<file path="src/rtl/pcihb_pkg.sv">
package pcihb_pkg;

  localparam int ADDR_W = 12;
  localparam int DATA_W = 32;
  localparam int SLOT_W = 7;   // address bits [11:5]

  // 32-byte slot codes of the register groups
  localparam logic [SLOT_W-1:0] OUT_FIRST_SLOT = 7'h61;  // 0xC20
  localparam logic [SLOT_W-1:0] IN_FIRST_SLOT  = 7'h6D;  // 0xDA0
  localparam logic [SLOT_W-1:0] TIMER_SLOT     = 7'h71;  // 0xE20

  // outbound storage index equals address bits [7:5]; first window is 1
  localparam int OUT_IDX_BASE = 1;
  localparam int IN_IDX_BASE  = 0;

  typedef enum logic [2:0] {
    TGT_NONE,
    TGT_CFG_ADDR,
    TGT_CFG_DATA,
    TGT_OUT,
    TGT_IN,
    TGT_TIMER
  } tgt_e;

  typedef struct packed {
    tgt_e       tgt;
    logic [2:0] idx;
    logic [1:0] slot;
  } dec_s;

  function automatic logic [DATA_W-1:0] swap_bytes(input logic [DATA_W-1:0] v);
    logic [DATA_W-1:0] r;
    for (int b = 0; b < DATA_W/8; b++) begin
      r[8*b +: 8] = v[DATA_W-8-8*b +: 8];
    end
    return r;
  endfunction

endpackage

</file>
<file path="src/rtl/pcihb_addr_dec.sv">
module pcihb_addr_dec
  import pcihb_pkg::*;
#(
  parameter int NUM_OUT = 4,
  parameter int NUM_IN  = 3
) (
  input  logic [ADDR_W-1:0] addr,
  output dec_s              dec
);

  localparam logic [SLOT_W-1:0] OUT_LAST_SLOT = SLOT_W'(int'(OUT_FIRST_SLOT) + NUM_OUT - 1);
  localparam logic [SLOT_W-1:0] IN_LAST_SLOT  = SLOT_W'(int'(IN_FIRST_SLOT) + NUM_IN - 1);

  logic [SLOT_W-1:0] slot7;
  logic [2:0]        sub;

  assign slot7 = addr[11:5];
  assign sub   = addr[4:2];

  always_comb begin
    dec = '{tgt: TGT_NONE, idx: 3'd0, slot: 2'd0};
    if (addr[11:3] == 9'd0) begin
      dec.tgt = addr[2] ? TGT_CFG_DATA : TGT_CFG_ADDR;
    end else if (slot7 >= OUT_FIRST_SLOT && slot7 <= OUT_LAST_SLOT) begin
      dec.idx = addr[7:5];
      dec.tgt = TGT_OUT;
      unique case (sub)
        3'd0: dec.slot = 2'd0;   // translation
        3'd1: dec.slot = 2'd1;   // translation high
        3'd2: dec.slot = 2'd2;   // base
        3'd4: dec.slot = 2'd3;   // attributes
        default: dec.tgt = TGT_NONE;
      endcase
    end else if (slot7 >= IN_FIRST_SLOT && slot7 <= IN_LAST_SLOT) begin
      dec.idx = {1'b0, addr[6:5]} - 3'd1;
      dec.tgt = TGT_IN;
      unique case (sub)
        3'd0: dec.slot = 2'd0;   // translation
        3'd2: dec.slot = 2'd1;   // base
        3'd3: dec.slot = 2'd2;   // base high
        3'd4: dec.slot = 2'd3;   // attributes
        default: dec.tgt = TGT_NONE;
      endcase
    end else if (slot7 == TIMER_SLOT && sub == 3'd0) begin
      dec.tgt = TGT_TIMER;
    end
  end

endmodule

</file>
<file path="src/rtl/pcihb_win_bank.sv">
module pcihb_win_bank
  import pcihb_pkg::*;
#(
  parameter int N_WIN    = 4,
  parameter int N_REG    = 4,
  parameter int IDX_BASE = 0
) (
  input  logic              clk,
  input  logic              rst_n,
  input  logic              wr_en,
  input  logic [2:0]        idx,
  input  logic [1:0]        slot,
  input  logic [DATA_W-1:0] wdata,
  output logic [DATA_W-1:0] rd_val
);

  localparam int N_ALL = N_WIN * N_REG;

  logic [2:0]        rel;
  logic [DATA_W-1:0] flat [N_ALL];

  assign rel = idx - 3'(IDX_BASE);

  for (genvar w = 0; w < N_WIN; w++) begin : g_win
    for (genvar r = 0; r < N_REG; r++) begin : g_reg
      logic [DATA_W-1:0] q;
      always_ff @(posedge clk) begin
        if (!rst_n) begin
          q <= '0;
        end else if (wr_en && int'(rel) == w && int'(slot) == r) begin
          q <= wdata;
        end
      end
      assign flat[w*N_REG + r] = q;
    end
  end

  always_comb begin
    rd_val = '0;
    if (int'(rel) < N_WIN && int'(slot) < N_REG) begin
      rd_val = flat[int'(rel) * N_REG + int'(slot)];
    end
  end

endmodule

</file>
<file path="src/rtl/pcihb_irq_route.sv">
module pcihb_irq_route #(
  parameter int DEV_W    = 5,
  parameter int PIN_W    = 2,
  parameter int DEV_LO   = 'h11,
  parameter int N_SLOTS  = 2,
  parameter int DEV_BIAS = 'h10
) (
  input  logic [DEV_W-1:0] devno,
  input  logic [PIN_W-1:0] pin,
  output logic [PIN_W-1:0] line,
  output logic             bad_dev
);

  localparam int SUM_W = DEV_W + 2;

  logic [SUM_W-1:0] sum;

  assign bad_dev = !(int'(devno) >= DEV_LO && int'(devno) < DEV_LO + N_SLOTS);
  assign sum     = SUM_W'(devno) + SUM_W'(pin) - SUM_W'(DEV_BIAS);
  assign line    = bad_dev ? '0 : sum[PIN_W-1:0];

endmodule

</file>
<file path="src/rtl/pcihb_regbank.sv">
module pcihb_regbank
  import pcihb_pkg::*;
#(
  parameter int NUM_OUT = 4,
  parameter int NUM_IN  = 3
) (
  input  logic              clk,
  input  logic              rst_n,
  input  logic              bus_wr,
  input  logic              bus_rd,
  input  logic [ADDR_W-1:0] bus_addr,
  input  logic [DATA_W-1:0] bus_wdata,
  output logic [DATA_W-1:0] bus_rdata,
  output logic              bus_rvalid,
  output logic              cfg_addr_wr,
  output logic              cfg_addr_rd,
  output logic              cfg_data_wr,
  output logic              cfg_data_rd,
  output logic [DATA_W-1:0] cfg_wdata,
  input  logic [DATA_W-1:0] cfg_rdata,
  input  logic [4:0]        irq_devno,
  input  logic [1:0]        irq_pin,
  output logic [1:0]        irq_line,
  output logic              irq_bad_dev
);

  dec_s              dec;
  logic [DATA_W-1:0] out_val, in_val, tmr_val, rd_mux;

  pcihb_addr_dec #(.NUM_OUT(NUM_OUT), .NUM_IN(NUM_IN)) u_dec (
    .addr (bus_addr),
    .dec  (dec)
  );

  pcihb_win_bank #(.N_WIN(NUM_OUT), .N_REG(4), .IDX_BASE(OUT_IDX_BASE)) u_out (
    .clk    (clk),
    .rst_n  (rst_n),
    .wr_en  (bus_wr && dec.tgt == TGT_OUT),
    .idx    (dec.idx),
    .slot   (dec.slot),
    .wdata  (bus_wdata),
    .rd_val (out_val)
  );

  pcihb_win_bank #(.N_WIN(NUM_IN), .N_REG(4), .IDX_BASE(IN_IDX_BASE)) u_in (
    .clk    (clk),
    .rst_n  (rst_n),
    .wr_en  (bus_wr && dec.tgt == TGT_IN),
    .idx    (dec.idx),
    .slot   (dec.slot),
    .wdata  (bus_wdata),
    .rd_val (in_val)
  );

  pcihb_win_bank #(.N_WIN(1), .N_REG(1), .IDX_BASE(0)) u_tmr (
    .clk    (clk),
    .rst_n  (rst_n),
    .wr_en  (bus_wr && dec.tgt == TGT_TIMER),
    .idx    (dec.idx),
    .slot   (dec.slot),
    .wdata  (bus_wdata),
    .rd_val (tmr_val)
  );

  pcihb_irq_route u_irq (
    .devno   (irq_devno),
    .pin     (irq_pin),
    .line    (irq_line),
    .bad_dev (irq_bad_dev)
  );

  // config engine strobes
  assign cfg_addr_wr = bus_wr && dec.tgt == TGT_CFG_ADDR;
  assign cfg_addr_rd = bus_rd && dec.tgt == TGT_CFG_ADDR;
  assign cfg_data_wr = bus_wr && dec.tgt == TGT_CFG_DATA;
  assign cfg_data_rd = bus_rd && dec.tgt == TGT_CFG_DATA;
  assign cfg_wdata   = (dec.tgt == TGT_CFG_ADDR) ? swap_bytes(bus_wdata) : bus_wdata;

  always_comb begin
    unique case (dec.tgt)
      TGT_CFG_ADDR: rd_mux = swap_bytes(cfg_rdata);
      TGT_CFG_DATA: rd_mux = cfg_rdata;
      TGT_OUT:      rd_mux = out_val;
      TGT_IN:       rd_mux = in_val;
      TGT_TIMER:    rd_mux = tmr_val;
      default:      rd_mux = '0;
    endcase
  end

  always_ff @(posedge clk) begin
    if (!rst_n) begin
      bus_rvalid <= 1'b0;
      bus_rdata  <= '0;
    end else begin
      bus_rvalid <= bus_rd;
      if (bus_rd) begin
        bus_rdata <= rd_mux;
      end
    end
  end

endmodule

</file>
<file path="config.mk">
export PLATFORM = sky130hd
export DESIGN_NAME = pcihb_regbank
export DESIGN_NICKNAME = d
export VERILOG_FILES = /design/src/rtl/pcihb_pkg.sv /design/src/rtl/pcihb_addr_dec.sv /design/src/rtl/pcihb_win_bank.sv /design/src/rtl/pcihb_irq_route.sv /design/src/rtl/pcihb_regbank.sv
export SDC_FILE = /design/constraint.sdc
export NUM_CORES = 2
export LEC_CHECK = 0
export BUFFER_PORTS_ARGS = -buffer_cell sky130_fd_sc_hd__buf_2
export CORE_ASPECT_RATIO = 0.8
export CORE_MARGIN = 2
export CORE_UTILIZATION = 35
export CTS_CLUSTER_DIAMETER = 80
export DETAILED_ROUTE_END_ITERATION = 8
export HOLD_SLACK_MARGIN = 0.05
export SETUP_SLACK_MARGIN = 0.05
export SLEW_MARGIN = 20
export SYNTH_ARGS = -nofsm -noshare
export SYNTH_HDL_FRONTEND = slang
export SYNTH_SLANG_ARGS = --single-unit
</file>
<file path="constraint.sdc">
create_clock -name clk -period 11.24 [get_ports clk]
set_input_delay 1.686 -clock clk [delete_from_list [all_inputs] [get_ports clk]]
set_output_delay 1.686 -clock clk [all_outputs]
set_load 0.005 [all_outputs]
</file>
==> flow_summary.json <==
{
  "run_status": "finished, final reports clean",
  "async_reset_ff_share_pct": 0,
  "vias": 40600,
  "path_buf_inv": 4,
  "timing.fmax_ghz": 0.146,
  "fin_nets": 5452,
  "wl_um": 169000,
  "dpl_worst_slack_ns": 4.23,
  "fin_crit_ns": 6.86,
  "worstPathRequired_ns": 9.55,
  "syn_nets": 5646,
  "numCtsBuffers": 93,
  "worstSkewPairLatency_ns": 0.70,
  "grt_pass1_wl_um": 247000,
  "setup_violations": 0,
  "cts_htree_levels": 3,
  "critical-path-slowest-cell": "nor4b_1",
  "drt_iter0_drc": 5587,
  "clk_root_buffer_cell": "clkbuf_16",
  "place_inst": 6896,
  "yosysSeqAreaShare_pct": 44.6,
  "die_h_um": 318,
  "yosys.area_share.simple_pct": 21.7,
  "crit_top_cell": "buf_2",
  "rsz0062_at_grt": "false",
  "grt_use_total_pct": 25.8,
  "num-fill-cells": 12400,
  "power.leakage_uw": 0.0155,
  "coreArea_mm2": 0.123,
  "dpl.hpwl_um": 99600,
  "cp_data_arrival_time_ns": 5.17,
  "setup_tns_ns": 0,
  "synth-compound-area-share_pct": 27.1,
  "ys_ff_latch": 961,
  "wl_per_cell_um": 23.9,
  "cellPowerDensity_mw_per_mm2": 149,
  "placementRows": 115,
  "tightest_slew_ns": 1.40,
  "cts_max_path_buffers": 3,
  "place_area_mm2": 0.0449,
  "slowest_delay_ns": 0.73,
  "finalPower_uw": 7170,
  "syn_area_mm2": 0.0431,
  "ys.flop_type": "dfxtp_1",
  "gp_congestion": 0.889,
  "cp_max_fo": 47,
  "synthMuxAreaShare_pct": 0.914,
  "syn2layout_area_growth_pct": 11.8,
  "antenna_found_initial": 11,
  "syn_inst": 5549,
  "clk_pin_slew_ns": 0.06,
  "port_buffers": 156,
  "hold_viol": 0,
  "crit_chain": "buf_2 -> inv_1 -> ha_1 -> nor4b_1 -> nand2_1 -> nor2_4 -> buf_4 -> mux2_2 -> buf_2",
  "avgSynthCellArea_um2": 7.77,
  "clock_sinks": 961,
  "synth_edf_count": 0,
  "grt_pass1_vias": 36900,
  "via_per_inst": 5.75,
  "drc_errors": 0,
  "clkPwrFrac_pct": 48.0,
  "synth_top_family_by_area": "compound AO/OA/AOI/OAI gates",
  "swShare_pct": 23.1,
  "synth_fa_ha_area_share_pct": 0.290,
  "p_int_uw": 5520,
  "critical_path_class": "input port to primary output",
  "skew_ns": 0.0162,
  "drv_slew": 0,
  "ir_worst_vdd_v": 0.000112,
  "pwr-share-comb_pct": 4.5,
  "drive_above_1_share_pct": 9.51,
  "io_pins": 159,
  "hold_class": "flop to flop",
  "cts_resized": 0,
  "layout_setup_ws_ns": 4.38,
  "min_period_over_period_pct": 61.0,
  "fp.dieW_um": 397,
  "start_util_pct": 35.2,
  "layoutNonFillerInstCount": 7069,
  "critPathTopFamily": "simple AND/OR/NAND/NOR gates",
  "pwr-share-seq_pct": 47.6,
  "synth.distinct_cells": 74,
  "start_kind": "input port",
  "cts_tree": "done",
  "max_cap_violations": 0,
  "ys_warn_count": 0,
  "die_area_mm2": 0.126,
  "drtAntennaViolNets": 0,
  "globalRouteOverflowTotal": 0,
  "netSwitchingPower_uw": 1660,
  "synth_xor_area_share_pct": 0.0406,
  "grt_max_degree": 285,
  "worst_slew_margin_rel_pct": 6.59,
  "first_pass_iters": 9,
  "hold_buffers": 0,
  "post-cts-setup-buffers": 0,
  "crit_path_end_kind": "primary output",
  "final_area_mm2": 0.0482
}
## cell families after synthesis
| family | Yosys count |
|---|---|
| xor gates and xnor gates | 2 |
| buffers and inverters | 563 |
| adders and majority gates | 10 |
| and+or+nand+nor | 2330 |
| AOI/OAI and AO/OA | 1648 |
| muxes | 35 |
| DFF | 961 |
## final cells by class
class                           count  area [um^2]  share of cell area (%)
Multi-Input combinational cell   4025        21900                    45.4
Sequential cell                   961        19200                    39.9
Clock buffer                      131         2720                    5.64
Tap cell                         1638         2050                    4.25
Timing Repair Buffer              260         1670                    3.46
Clock inverter                     37          583                    1.21
Inverter                           14         52.6                   0.109
Antenna cell                        3         7.51                  0.0156
## per-stage QoR
step / hold WS (ns) / util (%)
finish: 0.447 / 39.3
global route: 0.463 / 39.3
CTS: 0.451 / 39.3
detailed placement: 0.441 / 36.6
global placement: 0.434 / 36.6
floorplan: 0.426 / -
## worst reg2reg max path, stage by stage (launching register included)
cell	delay, ns
dfxtp_1	0.45
nor2b_1	0.27
a211oi_1	0.81
o311ai_0	0.30
nand3b_1	0.15
o31ai_1	0.08
## cell usage in the layout (no fill, tap or decap), types with 23 or more instances in the layout
cell | synthesis | routed
a21boi_0 | 458 | 458
a21boi_1 | 470 | 470
a21oi_1 | 61 | 60
a222oi_1 | 35 | 35
a22oi_1 | 28 | 27
a31oi_1 | 35 | 35
buf_2 | 97 | 154
buf_4 | 6 | 98
clkbuf_16 | 0 | 94
clkbuf_8 | 0 | 23
dfxtp_1 | 961 | 961
mux2_2 | 35 | 35
nand2_1 | 1921 | 1917
nor2_1 | 163 | 156
nor3_1 | 98 | 93
nor4_1 | 31 | 31
o21ai_0 | 137 | 136
o221ai_1 | 36 | 36
o22ai_1 | 268 | 268
o31ai_1 | 26 | 25
## power by group through the flow
stage,sequential [uW],combinational (uW),clock [uW]
3_3_place_gp,3490,308,0
2_1_floorplan,3490,179,0
3_5_place_dp,3490,308,0
4_1_cts,3410,309,3470
6_report,3410,320,3440
5_1_grt,3410,330,3610
## sequential cells by signal, summed over array words and instances (netlist names)
signal           cells
u_out.g_win.g.q    512
u_tmr.flat          32
u_in.g_win.g.q     384
bus_rvalid           1
bus_rdata           32
## path summary, 6_finish.rpt
check                                    start                      endpoint  slack (ns)  cells past startpoint
setup / recovery                   bus_addr[6]                  cfg_wdata[2]        4.38                      9
hold / removal    u_in.g_win[2].g_reg[0].q[18]  u_in.g_win[2].g_reg[0].q[18]        0.45                      2
setup reg to reg                 bus_rdata[17]                 bus_rdata[17]        9.05                      5
hold reg to reg   u_in.g_win[2].g_reg[0].q[18]  u_in.g_win[2].g_reg[0].q[18]        0.45                      2
## cell usage after synthesis (6+ instances only)
| library cell | count | area, um^2 |
|---|---|---|
| o21ai_1 | 7 | 35.0 |
| a22oi_1 | 28 | 210 |
| or3_1 | 17 | 106 |
| buf_1 | 15 | 56.3 |
| nor2_2 | 9 | 56.3 |
| o22ai_1 | 268 | 1680 |
| o21ai_0 | 137 | 686 |
| and2_1 | 6 | 37.5 |
| mux2_2 | 35 | 394 |
| a31oi_1 | 35 | 219 |
| o2111ai_1 | 7 | 61.3 |
| nor3_2 | 12 | 120 |
| a21boi_1 | 470 | 3530 |
| or4_1 | 6 | 45.0 |
| o41ai_1 | 11 | 96.3 |
| ha_1 | 10 | 125 |
| o221ai_1 | 36 | 315 |
| nor2_1 | 163 | 612 |
| o31ai_1 | 26 | 195 |
| a21boi_0 | 458 | 3440 |
| a211oi_1 | 11 | 82.6 |
| inv_1 | 14 | 52.6 |
| nor2b_1 | 12 | 75.1 |
| o211ai_1 | 11 | 82.6 |
| nand2_1 | 1921 | 7210 |
| dfxtp_1 | 961 | 19200 |
| and3_1 | 7 | 43.8 |
| a222oi_1 | 35 | 350 |
| buf_2 | 97 | 485 |
| nor4_1 | 31 | 194 |
| a21oi_1 | 61 | 305 |
| nand3_1 | 17 | 85.1 |
| clkbuf_1 | 426 | 1600 |
| buf_4 | 6 | 45.0 |
| nor3_1 | 98 | 490 |
## routing by layer
layer	wire [um]	global-route usage (%)
met4	4950	7.82
met3	21600	6.78
met2	68200	36.0
met1	74300	38.2
met5	47	0
Power figures use the tool's default switching activity.
